**config.mk**
```make
export PLATFORM = sky130hd
export DESIGN_NAME = pwm3_timer
export DESIGN_NICKNAME = d
export VERILOG_FILES = /design/src/rtl/pwm3_pkg.sv /design/src/rtl/pwm3_prescale.sv /design/src/rtl/pwm3_count.sv /design/src/rtl/pwm3_chan.sv /design/src/rtl/pwm3_timer.sv
export SDC_FILE = /design/constraint.sdc
export NUM_CORES = 1
export LEC_CHECK = 0
export BUFFER_PORTS_ARGS = -buffer_cell sky130_fd_sc_hd__buf_2
export CAP_MARGIN = 20
export CORE_MARGIN = 2
export CORE_UTILIZATION = 40
export DETAILED_ROUTE_END_ITERATION = 10
export PLACE_DENSITY = 0.63
export SLEW_MARGIN = 20
export SYNTH_ARGS = -nofsm -noshare
export SYNTH_HDL_FRONTEND = slang
export SYNTH_SLANG_ARGS = --single-unit
export TNS_END_PERCENT = 20
```
**constraint.sdc**
```tcl
create_clock -name clk -period 3.85 [get_ports clk]
set_input_delay 0.1925 -clock clk [delete_from_list [all_inputs] [get_ports clk]]
set_output_delay 0.1925 -clock clk [all_outputs]
set_load 0.005 [all_outputs]
```
**src/rtl/pwm3_pkg.sv**
```systemverilog
package pwm3_pkg;

   typedef enum logic {
      CNT_UP   = 1'b0,
      CNT_DOWN = 1'b1
   } cnt_dir_e;

   typedef enum logic {
      ALIGN_EDGE   = 1'b0,
      ALIGN_CENTER = 1'b1
   } align_e;

   // Turn events produced by one counter step
   typedef struct packed {
      logic top;
      logic bot;
   } turn_t;

endpackage

```
**src/rtl/pwm3_prescale.sv**
```systemverilog
module pwm3_prescale #(
   parameter int SEL_W = 2,
   parameter int EXT_W = 8
) (
   input  logic             clk,
   input  logic             rst_n,
   input  logic             run,
   input  logic [SEL_W-1:0] sel,
   input  logic             ext_en,
   output logic             step
);

   localparam int PRE_W = (1 << SEL_W) - 1;

   logic [PRE_W-1:0] pre_cnt;
   logic [PRE_W-1:0] pre_mask;
   logic             base;

   always_comb begin
      pre_mask = PRE_W'((32'd1 << sel) - 32'd1);
      base     = run && ((pre_cnt & pre_mask) == pre_mask);
   end

   always_ff @(posedge clk) begin
      if (!rst_n || !run) pre_cnt <= '0;
      else                pre_cnt <= pre_cnt + 1'b1;
   end

   generate
      if (EXT_W > 0) begin : g_ext
         logic [EXT_W-1:0] ext_cnt;
         always_ff @(posedge clk) begin
            if (!rst_n || !run) ext_cnt <= '0;
            else if (base)      ext_cnt <= ext_cnt + 1'b1;
         end
         assign step = base && (!ext_en || (&ext_cnt));
      end else begin : g_noext
         assign step = base;
      end
   endgenerate

endmodule

```
**src/rtl/pwm3_count.sv**
```systemverilog
module pwm3_count
   import pwm3_pkg::*;
#(
   parameter int CNT_W = 16
) (
   input  logic             clk,
   input  logic             rst_n,
   input  logic             step,
   input  align_e           align,
   input  logic [CNT_W-1:0] shadow,
   input  logic             arm,
   output logic [CNT_W-1:0] cnt,
   output cnt_dir_e         dir,
   output logic             at_per,
   output turn_t            turn_q,
   output logic             xfer_en,
   output logic [CNT_W-1:0] period
);

   localparam logic [CNT_W-1:0] ONE = CNT_W'(1);

   turn_t            turn;
   logic [CNT_W-1:0] cnt_nx;
   cnt_dir_e         dir_nx;
   logic             xfer;

   always_comb begin
      at_per   = (cnt == period);
      turn.top = step && at_per && ((align == ALIGN_EDGE) || (dir == CNT_UP));
      turn.bot = step && (align == ALIGN_CENTER) && (dir == CNT_DOWN) && (cnt <= ONE);
      cnt_nx   = cnt;
      dir_nx   = dir;
      if (align == ALIGN_EDGE) begin
         dir_nx = CNT_UP;
         cnt_nx = at_per ? '0 : cnt + ONE;
      end else if (dir == CNT_UP) begin
         cnt_nx = cnt + ONE;
         if (at_per) dir_nx = CNT_DOWN;
      end else if (cnt <= ONE) begin
         cnt_nx = '0;
         dir_nx = CNT_UP;
      end else begin
         cnt_nx = cnt - ONE;
      end
      xfer = (turn.top || turn.bot) && xfer_en;
   end

   always_ff @(posedge clk) begin
      if (!rst_n) begin
         cnt     <= '0;
         dir     <= CNT_UP;
         turn_q  <= '0;
         xfer_en <= 1'b0;
         period  <= '0;
      end else begin
         if (step) begin
            cnt <= cnt_nx;
            dir <= dir_nx;
         end
         turn_q  <= turn;
         if (xfer) period <= shadow;
         xfer_en <= arm || (xfer_en && !xfer);
      end
   end

endmodule

```
**src/rtl/pwm3_chan.sv**
```systemverilog
module pwm3_chan
   import pwm3_pkg::*;
#(
   parameter int CNT_W = 16
) (
   input  logic             clk,
   input  logic             rst_n,
   input  logic             step,
   input  align_e           align,
   input  cnt_dir_e         dir,
   input  logic [CNT_W-1:0] cnt,
   input  logic             at_per,
   input  logic [CNT_W-1:0] cmp,
   output logic             st
);

   logic hit;
   assign hit = (cnt == cmp);

   always_ff @(posedge clk) begin
      if (!rst_n) begin
         st <= 1'b0;
      end else if (step) begin
         if (align == ALIGN_EDGE) begin
            if (at_per)   st <= 1'b0;
            else if (hit) st <= 1'b1;
         end else if (hit) begin
            st <= (dir == CNT_UP);
         end
      end
   end

endmodule

```
**src/rtl/pwm3_timer.sv**
```systemverilog
module pwm3_timer
   import pwm3_pkg::*;
#(
   parameter int CNT_W  = 16,
   parameter int NUM_CH = 3,
   parameter int SEL_W  = 2,
   parameter int EXT_W  = 8
) (
   input  logic                    clk,
   input  logic                    rst_n,
   input  logic                    run,
   input  logic                    center,
   input  logic [SEL_W-1:0]        clk_sel,
   input  logic                    ext_div_en,
   input  logic [CNT_W-1:0]        shadow_period,
   input  logic                    xfer_arm,
   input  logic [NUM_CH*CNT_W-1:0] cmp_vals,
   output logic [CNT_W-1:0]        count,
   output logic                    dir_down,
   output logic                    period_match,
   output logic                    one_match,
   output logic [CNT_W-1:0]        period_active,
   output logic                    xfer_pending,
   output logic [NUM_CH-1:0]       ch_state
);

   generate
      if (CNT_W < 4 || CNT_W > 32) begin : g_bad_w
         $error("pwm3_timer: CNT_W must lie in 4..32");
      end
      if (NUM_CH < 1) begin : g_bad_ch
         $error("pwm3_timer: NUM_CH must be at least 1");
      end
      if (SEL_W < 1 || SEL_W > 4) begin : g_bad_sel
         $error("pwm3_timer: SEL_W must lie in 1..4");
      end
      if (EXT_W < 0 || EXT_W > 16) begin : g_bad_ext
         $error("pwm3_timer: EXT_W must lie in 0..16");
      end
   endgenerate

   logic     step;
   logic     at_per;
   cnt_dir_e dir;
   turn_t    turn_q;
   align_e   align;

   assign align = align_e'(center);

   pwm3_prescale #(.SEL_W(SEL_W), .EXT_W(EXT_W)) u_pre (
      .clk    (clk),
      .rst_n  (rst_n),
      .run    (run),
      .sel    (clk_sel),
      .ext_en (ext_div_en),
      .step   (step)
   );

   pwm3_count #(.CNT_W(CNT_W)) u_cnt (
      .clk     (clk),
      .rst_n   (rst_n),
      .step    (step),
      .align   (align),
      .shadow  (shadow_period),
      .arm     (xfer_arm),
      .cnt     (count),
      .dir     (dir),
      .at_per  (at_per),
      .turn_q  (turn_q),
      .xfer_en (xfer_pending),
      .period  (period_active)
   );

   genvar k;
   generate
      for (k = 0; k < NUM_CH; k++) begin : g_ch
         pwm3_chan #(.CNT_W(CNT_W)) u_ch (
            .clk    (clk),
            .rst_n  (rst_n),
            .step   (step),
            .align  (align),
            .dir    (dir),
            .cnt    (count),
            .at_per (at_per),
            .cmp    (cmp_vals[k*CNT_W +: CNT_W]),
            .st     (ch_state[k])
         );
      end
   endgenerate

   assign dir_down     = (dir == CNT_DOWN);
   assign period_match = turn_q.top;
   assign one_match    = turn_q.bot;

endmodule

```
### After elaboration in Yosys (flattened, before gate mapping)

Cells that the tools add are included.

* register bits after elaboration: 50
* output and inout port bits: 39

* add/subtract/negate cells: 5
* magnitude comparators: 1
* equal/unequal tests: 8
* shift-type cells: 1
* multiplexer cells: 20
* bitwise operators: 3
* reduce and logical (&&, ||, !) cells: 25

Operator list (number)
* $eq 16x16->1: 4
* $mux 16: 4
* $add 16x1->16 const B: 1
* $le 16x1->1 const B: 1
* $mux 1: 16
* $sub 16x1->16 const B: 1
* $logic_and 1x1->1: 9
* $reduce_and 3->1: 3
* $add 8x1->8 const B: 1
* $reduce_and 8->1: 1
* $ne 2x1->1 const B: 3
* $reduce_bool 2->1: 3
* $logic_or 1x1->1: 5
* $logic_not 1->1: 4
* $add 3x1->3 const B: 1
* $and 3x3->3: 1
* $eq 3x3->1: 1
* $shl 1x2->3 const A: 1
* $sub 3x1->3 const B: 1
* $not 1->1: 2

### Logic depth before layout (Yosys ltp)

* depth in word-level cells: 14
* mapped depth: 9

### By module

From an unflattened synthesis, not the netlist that was laid out.

* cell total of the unflattened synthesis: 434
* area total of the unflattened synthesis: 3590.9 µm²

Modules (own cells, without submodules)
* pwm3_count: times used 1, cells each 293, area an instance 2344.7 µm², sequential area each 720.7 µm²
* pwm3_chan: times used 3, cells each 28, area an instance 245.2 µm², sequential area each 20.0 µm²
* pwm3_prescale: times used 1, cells each 57, area an instance 510.5 µm², sequential area each 220.2 µm²

### Least setup slack after synthesis

Ideal clock, no wire load.

* path kind: register -> register
* start: register u_cnt.cnt[0]
* end: register u_cnt.period[0]
* library setup time: 128 ps
* arrival time: 2143 ps
* data required time: 3722 ps
* path slack: 1580 ps
* stages on the path, launching flop included: 10
* buffers on the path: 2
* clock period less this slack: 2270 ps
* cell sequence: dfxtp_1 > buf_2 > inv_1 > ha_1 > o21ai_1 > nor4_4 > a32oi_4 > buf_6 > mux2i_1 > nor2_1

* word-level cells in the longest chain between the ends: 5
* elaborated cells between the ends (all ways): 7
* those cells by class: 1 x order compare; 1 x eq/ne; 5 x reduce/logical

Ends and longest elaborated chain
* from (decl): RTL line pwm3_count.sv:12 `output logic [CNT_W-1:0] cnt,`
* from (signal assigned): RTL line pwm3_count.sv:57 `cnt <= cnt_nx;`
* parallel branches: the longest is 3 deep, another holds $le 16x1->1
* $logic_or 1x1->1 *: RTL line pwm3_count.sv:45 `xfer = (turn.top || turn.bot) && xfer_en;`
* $logic_and 1x1->1 *: RTL line pwm3_count.sv:45
* to (signal assigned): RTL line pwm3_count.sv:61 `if (xfer) period <= shadow;`
* to (decl): RTL line pwm3_count.sv:17 `output logic [CNT_W-1:0] period`

Mark *: on every way between the ends.
A chain may end at the register's enable or synchronous reset.

### Final worst setup path

* start: register u_cnt.cnt[1]
* end: register u_cnt.period[8]

Same word-level chain as after synthesis.

==> out/metrics.json <==
{
  "outcome": "finished, final reports clean",
  "post_dp_cell_area_mm2": 0.00404,
  "cap_viol_max_count": 0,
  "post-route-cell-area_mm2": 0.00413,
  "post_synth_num_cell_types": 53,
  "timing.clock.skew_ns": 0.00804,
  "design.core.area_mm2": 0.00830,
  "worstSetupStartpointType": "flip-flop",
  "timing.critical_path.fanout_max": 16,
  "die_height_um": 97.0,
  "layoutNonFillerInstCount": 621,
  "number_of_nets_still_failing_antenna_checks_after_routing": 0,
  "cts_max_level": 2,
  "hp-class": "input pin to flip-flop",
  "grt_pass1_wl_mm": 16.4,
  "hold_fails_final_rpt": 0,
  "clkLatencyLatePin_ns": 0.31,
  "syn_avg_cell_area_um2": 8.22,
  "grt-ovfl-total": 0,
  "grt_util_overall_pct": 21.2,
  "synth_ff_type": "sky130_fd_sc_hd__dfxtp_1",
  "yosys.area.top_type": "sky130_fd_sc_hd__dfxtp_1",
  "grt_setup_unrepaired": "no",
  "post-layout-total-power_mw": 1.05,
  "area_growth_pct": 19.3,
  "clock.fmax_mhz": 361,
  "cts_repair_resize_count": 0,
  "timing.final.crit_share_pct": 72.0,
  "antennaDiodeCount": 0,
  "post_cts.repair.setup_buffers": 0,
  "maximum_number_of_pins_on_one_net_before_global_route_repair": 38,
  "start_util_pct": 41.7,
  "wire_length_after_detailed_routing_mm": 10.3,
  "routedWlPerCell_um": 16.6,
  "yosysWarningCount": 0,
  "area.sequential_mm2": 0.00100,
  "tightestPinTransition_ns": 0.806,
  "cts.clk_slew.worst_paths_ns": 0.09,
  "synth_edf_count": 0,
  "finalWorstPathRequiredPeriod_ns": 2.77,
  "grt_pass1_vias": 3319,
  "drtIter0Drc": 219,
  "timing.critical_path.cells": "inv_1, ha_1, o21ai_1, nor4_4, a32oi_4, mux2i_1, nor2_1",
  "number_of_antenna_violations_at_the_first_check_in_global_routing": 0,
  "ys_ff_latch": 50,
  "first_pass_iters": 5,
  "synth_seq_area_share_pct": 28.9,
  "ios": 111,
  "std_cell_rows": 33,
  "final_common_cell": "sky130_fd_sc_hd__buf_2",
  "cts_hold_repair.buffers": 0,
  "multiInputGateArea_mm2": 0.00227,
  "synth.area.top_cells": "sky130_fd_sc_hd__dfxtp_1, sky130_fd_sc_hd__xnor2_1, sky130_fd_sc_hd__mux2i_1",
  "synth.net_count": 498,
  "die_area_mm2": 0.00942,
  "global_placer_s_final_weighted_congestion": 0.923,
  "netlist_area_mm2": 0.00346,
  "place_hpwl_mm": 7.51,
  "setup-tns-final_ns": 0,
  "worst_path_required_ns": 4.03,
  "setup_slack_ns": 1.08,
  "vias_per_cell": 5.55,
  "ys_async_sr_fraction_pct": 0,
  "slowest_delay_ns": 0.72,
  "finalSetupViolations": 0,
  "cpMaxStageDelayCell": "sky130_fd_sc_hd__a32oi_4",
  "cellPowerDensity_mw_per_mm2": 253,
  "fillerInstances": 838,
  "drv_slew": 0,
  "io_buffer_count": 110,
  "worstSetupEndpointType": "flip-flop",
  "placed_instance_count": 613,
  "cells_after_synth": 421,
  "layout_common_cells": "sky130_fd_sc_hd__buf_2, sky130_fd_sc_hd__xnor2_1, sky130_fd_sc_hd__dfxtp_1",
  "numCtsBuffers": 5,
  "floorplan.die.width_um": 97.0,
  "timing.max_slew.rel_slack_pct": 46.3,
  "fin_nets": 592,
  "final_layout_size_suffix_gt1_share_pct": 26.7,
  "critical_path_arrival_ns": 2.95,
  "cts-root-buf": "sky130_fd_sc_hd__clkbuf_8",
  "peak_supply_drop_mv": 0.136,
  "p_leak_nw": 1.71,
  "cts-root-to-sink-buffers": 2,
  "synth.top_cell.area_share_pct": 28.9,
  "drc": 0,
  "detailedPlace.worstSlack_ns": 1.08,
  "cts_tree": "yes",
  "numClockSinks": 50,
  "route.vias.total": 3444,
  "cp_class": "flip-flop to flip-flop"
}
-- registers in the layout, summed over array words and instances, names as in the netlist --
signal               count
u_cnt.cnt               16
u_cnt.turn_q             2
g_ch.u_ch.st             3
u_cnt.period            16
u_cnt.xfer_en            1
u_pre.pre_cnt            3
u_cnt.dir                1
u_pre.g_ext.ext_cnt      8
-- power by group --
group          switching (mW)  internal [mW]  total [mW]  leakage, nW
Combinational           0.103         0.0848       0.188         1.26
Sequential             0.0121          0.523       0.535        0.404
Clock                   0.178          0.145       0.323       0.0482
Total                   0.293          0.753        1.05         1.71
-- synth_stat cells (all sizes together) (11+ instances only) --
library cell / instances
mux2i: 16
nand3: 14
nor3: 15
dfxtp: 50
nand2: 23
nand4: 26
xnor2: 71
buf: 19
nor2: 43
o21ai: 26
nor4: 12
clkbuf: 11
a21oi: 23
-- cells by family (layout without fill, tap and decap cells) --
family	after synthesis	after routing	synth area share [%]
fa+ha+maj	5	5	1.81
xor+xnor	76	76	19.4
compound gates	76	76	14.1
flops	50	50	28.9
mux	16	16	4.63
simple gates	159	159	25.6
buf+inv	39	134	5.53
-- final cells by class --
cell class,instances,share of cell area (%)
Clock inverter,1,0.121
Multi-Input combinational cell,332,55.0
Sequential cell,50,24.2
Timing Repair Buffer,117,14.6
Inverter,9,0.818
Clock buffer,7,2.09
Tap cell,105,3.18
-- critical path: cells and delay by family, from the launching register on --
family	cells	cell delay [ns]
AND/OR/NAND/NOR	2	0.13
buffers and inverters	1	0.16
adder cells (fa/ha/maj)	1	0.26
AO/OA/AOI/OAI	2	1.15
flip-flops	1	0.65
multiplexers	1	0.27
-- per-stage QoR --
stage / hold WS, ns / util, %
finish: 0.0949 / 49.8
global route: 0.0962 / 49.8
CTS: 0.0986 / 49.8
detailed placement: 0.419 / 48.7
global placement: 0.404 / 48.7
floorplan: 0.307 / -
-- routing by layer --
layer  GRT usage (%)  part of all wire [%]
met1            27.7                    45
met5               0                     0
met3            3.97                   6.6
met2            35.0                    46
met4            7.37                   1.9
-- final timing paths --
check,from,end,slack [ns],cells after the start
worst max-delay path,u_cnt.cnt[1],u_cnt.period[8],1.08,7
worst min-delay path,xfer_arm,u_cnt.xfer_en,0.09,3
worst max register to register,u_cnt.cnt[1],u_cnt.period[8],1.08,7
worst min register to register,u_pre.pre_cnt[0],u_pre.pre_cnt[0],0.46,1
Power figures use the tool's default switching activity.
